--- src/rtl/bxc_pkg.sv ---
package bxc_pkg;
  typedef enum logic {
    PATH_STORED = 1'b0,
    PATH_PASS   = 1'b1
  } path_mode_e;

  function automatic logic drive_on(input logic global_n, input logic lane_n);
    return !global_n && !lane_n;
  endfunction
endpackage

--- src/rtl/bxc_path.sv ---
module bxc_path #(
  parameter int W = 8
) (
  input  logic         clk,
  input  logic         rst,
  input  logic         pass,
  input  logic [W-1:0] din,
  output logic [W-1:0] dout
);
  import bxc_pkg::*;

  logic [W-1:0] hold_q;
  path_mode_e   mode;

  always_ff @(posedge clk) begin
    if (rst) hold_q <= '0;
    else     hold_q <= din;
  end

  assign mode = pass ? PATH_PASS : PATH_STORED;

  always_comb begin
    case (mode)
      PATH_PASS: dout = din;
      default:   dout = hold_q;
    endcase
  end


  stored_view_chk: assert property (@(posedge clk) disable iff (rst)
    (!pass && !$past(rst)) |-> dout == $past(din));


  reset_clear_chk: assert property (@(posedge clk)
    ($past(rst) && !rst && !pass) |-> dout == '0);
endmodule

--- src/rtl/bxc_lane.sv ---
module bxc_lane #(
  parameter int W = 8
) (
  input  logic         clk,
  input  logic         rst,
  input  logic         all_en_n,
  input  logic         ab_pass,
  input  logic         ba_pass,
  input  logic         ab_en_n,
  input  logic         ba_en_n,
  input  logic [W-1:0] a_din,
  input  logic [W-1:0] b_din,
  output logic [W-1:0] a_dout,
  output logic [W-1:0] a_oe,
  output logic [W-1:0] b_dout,
  output logic [W-1:0] b_oe
);
  import bxc_pkg::*;

  bxc_path #(.W(W)) u_ab (
    .clk(clk), .rst(rst), .pass(ab_pass), .din(a_din), .dout(b_dout)
  );

  bxc_path #(.W(W)) u_ba (
    .clk(clk), .rst(rst), .pass(ba_pass), .din(b_din), .dout(a_dout)
  );

  assign b_oe = {W{drive_on(all_en_n, ab_en_n)}};
  assign a_oe = {W{drive_on(all_en_n, ba_en_n)}};


  lane_b_uniform_chk: assert property (@(posedge clk) disable iff (rst)
    (b_oe == '0) || (b_oe == '1));


  lane_a_uniform_chk: assert property (@(posedge clk) disable iff (rst)
    (a_oe == '0) || (a_oe == '1));
endmodule

--- src/rtl/bus_xcvr16.sv ---
module bus_xcvr16 #(
  parameter int LANES  = 2,
  parameter int LANE_W = 8
) (
  input  logic                      clk,
  input  logic                      rst,
  input  logic                      all_en_n,
  input  logic [LANES-1:0]          ab_pass,
  input  logic [LANES-1:0]          ba_pass,
  input  logic [LANES-1:0]          ab_en_n,
  input  logic [LANES-1:0]          ba_en_n,
  input  logic [LANES*LANE_W-1:0]   a_din,
  input  logic [LANES*LANE_W-1:0]   b_din,
  output logic [LANES*LANE_W-1:0]   a_dout,
  output logic [LANES*LANE_W-1:0]   a_oe,
  output logic [LANES*LANE_W-1:0]   b_dout,
  output logic [LANES*LANE_W-1:0]   b_oe
);
  localparam int DW = LANES * LANE_W;

  for (genvar i = 0; i < LANES; i++) begin : g_lane
    bxc_lane #(.W(LANE_W)) u_lane (
      .clk      (clk),
      .rst      (rst),
      .all_en_n (all_en_n),
      .ab_pass  (ab_pass[i]),
      .ba_pass  (ba_pass[i]),
      .ab_en_n  (ab_en_n[i]),
      .ba_en_n  (ba_en_n[i]),
      .a_din    (a_din[i*LANE_W +: LANE_W]),
      .b_din    (b_din[i*LANE_W +: LANE_W]),
      .a_dout   (a_dout[i*LANE_W +: LANE_W]),
      .a_oe     (a_oe[i*LANE_W +: LANE_W]),
      .b_dout   (b_dout[i*LANE_W +: LANE_W]),
      .b_oe     (b_oe[i*LANE_W +: LANE_W])
    );
  end


  global_off_chk: assert property (@(posedge clk) disable iff (rst)
    all_en_n |-> (a_oe == {DW{1'b0}} && b_oe == {DW{1'b0}}));
endmodule

--- config.mk ---
export PLATFORM = sky130hd
export DESIGN_NAME = bus_xcvr16
export DESIGN_NICKNAME = d
export VERILOG_FILES = /design/src/rtl/bxc_pkg.sv /design/src/rtl/bxc_path.sv /design/src/rtl/bxc_lane.sv /design/src/rtl/bus_xcvr16.sv
export SDC_FILE = /design/constraint.sdc
export NUM_CORES = 1
export LEC_CHECK = 0
export BUFFER_PORTS_ARGS = -buffer_cell sky130_fd_sc_hd__clkbuf_2
export CAP_MARGIN = 20
export CORE_ASPECT_RATIO = 1.25
export CORE_UTILIZATION = 37
export DETAILED_ROUTE_END_ITERATION = 8
export PLACE_DENSITY = 0.83
export SETUP_SLACK_MARGIN = 0.2
export SYNTH_ARGS = -nofsm -noshare
export SYNTH_HDL_FRONTEND = slang
export SYNTH_SLANG_ARGS = --single-unit
--- constraint.sdc ---
create_clock -name clk -period 0.8 [get_ports clk]
set_input_delay 0.12 -clock clk [delete_from_list [all_inputs] [get_ports clk]]
set_output_delay 0.12 -clock clk [all_outputs]
set_load 0.01 [all_outputs]
**Word-level counts from Yosys, hierarchy flattened**

Cells that the tools add are included.

- Mux-type cells: 8
- Reduce and logical (&&, ||, !) cells: 9

Operator list:

| cell | number |
|---|---|
| 8-bit two-way mux | 4 |
| 1-bit zero test | 5 |
| 1-bit logical AND | 4 |
| 1-bit two-way mux | 4 |

- Output and inout port bits: 64
- Input port bits: 43
- Logic and storage cells: 21
- Flip-flop bits (word level): 32

**Longest topological paths before layout**

- Word-level depth: 2
- Depth in mapped cells: 2
- Depth with buffers taken out: 1

**By module**

From an unflattened synthesis, not the netlist that was laid out.

- Cell total of the unflattened synthesis: 132
- Area, all modules: 1,591.5 µm²

By module, submodules not included:

| module | area each (µm²) | instances | cells each |
|---|---|---|---|
| bxc_path | 341.6 | 4 | 25 |
| bxc_lane | 112.6 | 2 | 16 |

**Worst setup path before layout**

Ideal clock, no wire load.

- Kind: input to output
- From: input all_en_n
- To: output a_oe[10]
- Slack: -36 ps
- Arrival time: 716 ps
- Data required time: 680 ps
- Cell stages on the path: 2
- Path buffers: 1
- Cell sequence: nor2_1 > buf_4

- Longest elaborated chain between the ends: 2

Ends and longest elaborated chain:

| what | line | RTL |
|---|---|---|
| from (decl) | bus_xcvr16.sv:7 | `input logic all_en_n,` |
| 1-bit zero test | bxc_pkg.sv:8 | `return !global_n && !lane_n;` |
| 1-bit logical AND | bxc_pkg.sv:8 |  |
| to (decl) | bus_xcvr16.sv:15 | `output logic [LANES*LANE_W-1:0] a_oe,` |

No other way between the ends.

**Final worst setup path**

- From: register g_lane[0].u_lane.u_ab.hold_q[2]
- To: output b_dout[2]

- Longest elaborated chain between the ends: 1

Ends and longest elaborated chain:

| what | line | RTL |
|---|---|---|
| from (decl) | bxc_path.sv:12 | `logic [W-1:0] hold_q;` |
| from (signal assigned) | bxc_path.sv:17 | `else hold_q <= din;` |
| 8-bit two-way mux | bxc_path.sv:23 | `case (mode)` |
| to (decl) | bus_xcvr16.sv:16 | `output logic [LANES*LANE_W-1:0] b_dout,` |

No other way between the ends.

==> results.cfg <==
[logic_synthesis]
synth_top_cell_by_area = dfxtp_1
netlist_area_um2 = 1610
synth-edff-count = 0
syn_avg_cell_area_um2 = 11.9
synth_top_area_share_pct = 39.9
async_flop_share_pct = 0
synthFlopType = dfxtp_1
synthDistinctLibCells = 7
synth_area_leaders = dfxtp_1, mux2_4, buf_4
yosys_warnings = 0
synthCells = 135
synth_fp_nets = 178
yosys-top-cells-count = dfxtp_1, mux2_4, nor2b_1
synth.ff_latch_count = 32
yosysSeqAreaShare_pct = 39.9

[cells_and_area]
drive_gt1_share_pct = 71.1
fill_cells = 295
finalNonFillerCells = 274
nets = 260
n_antenna_cell = 0
area_growth_pct = 59.2

[power]
totalPowerFinal_mw = 4.51
ir_worst_vdd_mv = 0.804
total_leakage_power_nw = 1.27
p_per_area_nw_per_um2 = 1770

[worst_setup_path]
crit_path_start_kind = flip-flop
arrival_ps = 980
end_kind = output port
cp_max_fo = 1
cp_slowest_cell = dfxtp_1
path_class = flip-flop to output port
path_cells = mux2_4, buf_6
startpoint = g_lane[0].u_lane.u_ab.hold_q[2]
max_stage_delay_ps = 310
worstSetupEndpoint = b_dout[2]
required_ps = 680

[clock_tree]
clk_path_buf_depth = 2
cts.sinks = 32
cts_tree = yes
clockRootBuffer = clkbuf_8
cts.htree.levels = 2
path_clk_slew_ps = 60
cts_buffers = 5

[placement]
place_congestion = 0.711
io_buffers = 106
dpl.cell_count = 264
dp_hpwl_mm = 2.23

[detailed_routing]
drt-total-wl_mm = 3.55
antenna_left = 0
wire_per_inst_um = 13.0
first_pass_iters = 2
vias = 1197
drt-initial-drc-count = 55
viasPerCell = 4.37
remaining_drc_errors = 0

[timing]
slew-limit-headroom_pct = 79.9
timing.final.crit_period_ps = 1100
tns_ps = -9080
worst_slack_ps = -299
post-route-period-util_pct = 137
maxSlewViolCount = 0
setup_viol = 34
finalHoldViolCount = 0
fmax_ghz = 0.910
rsz0062_at_grt = true
tightest_slew_ps = 302

[floorplan]
die_w_um = 60.9
ioPinCount = 107
start_util_pct = 38.9
rows = 26
fp.coreArea_um2 = 4130
dieArea_um2 = 4610
fp.dieH_um = 75.7

[run]
cap_violations = 0

[status]
outcome = finished, violations left
failed_checks = setup timing

[global_routing]
grt_pass1_vias = 928
track_usage_pct = 12.2
grt_pass1_wl_mm = 3.97
globalRouteOverflowTotal = 0
grt_max_degree = 33
antenna_found_initial = 0

[worst_hold_path]
min_path_type = input port to flip-flop
layer usage:
layer | up-vias | GRT usage, % | routed length [um] | part of all wire [%]
li1 | 569 | - | - | -
met1 | 531 | 12.2 | 1390 | 39
met2 | 91 | 21.5 | 1760 | 50
met3 | 6 | 3.90 | 336 | 9.5
met4 | 0 | 7.58 | 65 | 1.8
met5 | - | 0 | 0 | 0
worst min path at each step:
stage / cells after the start / to / slack, ps / startpoint
floorplan: 1 / g_lane[1].u_lane.u_ab.hold_q[1] / 190 / rst
global placement: 2 / g_lane[1].u_lane.u_ba.hold_q[7] / 340 / b_din[15]
detailed placement: 2 / g_lane[1].u_lane.u_ba.hold_q[3] / 350 / b_din[11]
CTS: 2 / g_lane[1].u_lane.u_ba.hold_q[0] / 50 / b_din[8]
global route: 2 / g_lane[0].u_lane.u_ba.hold_q[0] / 70 / b_din[0]
finish: 2 / g_lane[0].u_lane.u_ba.hold_q[6] / 70 / b_din[6]
flip-flops by register name (all words and copies together), names as in the netlist:
name                       count
g_lane.u_lane.u_ab.hold_q     16
g_lane.u_lane.u_ba.hold_q     16
report_power, final:
part / total [mW] / internal [mW] / switching, mW / leakage, nW
combinational: 1.14 / 0.703 / 0.433 / 0.940
clock: 1.68 / 1.10 / 0.579 / 0.0645
sequential: 1.70 / 1.68 / 0.0224 / 0.267
layout by cell type, fill, tap and decap left out:
| cell type | n |
|---|---|
| nor2b_1 | 32 |
| bufinv_16 | 1 |
| nor2_4 | 4 |
| clkbuf_8 | 7 |
| buf_6 | 58 |
| clkbuf_2 | 47 |
| dfxtp_2 | 1 |
| mux2_4 | 32 |
| buf_12 | 4 |
| clkbuf_16 | 1 |
| dfxtp_1 | 31 |
critical path, delay by kind of cell (launching register included):
family | cells | cell delay (ps)
buf+inv | 1 | 120
mux | 1 | 270
flops | 1 | 310
final cells by class:
class                   count  area (um2)  area share, %
clock buffers               7        96.3           3.77
clock inverters             1        30.0           1.17
multi-input cells          68         726           28.4
flip-flops and latches     32         642           25.1
well taps                  56        70.1           2.74
repair buffers            110         993           38.8
stage by stage:
step	instance area, um2	util, %	worst slack, ps	hold WS, ps
global route	2560	61.9	-330	68.3
global placement	2010	48.6	-168	345
detailed placement	2010	48.6	-171	355
CTS	2150	52.1	-306	51.1
finish	2560	61.9	-299	67.9
floorplan	1670	-	133	192
logic make-up after synthesis:
family | after synthesis | synth area share, %
DFF | 32 | 39.9
and+or+nand+nor | 36 | 13.4
buffers and inverters | 35 | 16.8
muxes | 32 | 29.9
repair_timing:
action | CTS | global route
hold buffers | 0 | 0
resized for setup | 3 | 121
pin swaps | 4 | 4
endpoints found under the setup margin | 64 | 64
gates cloned | 0 | 0
setup buffers | 0 | 2
(Power assumes the default switching activity.)
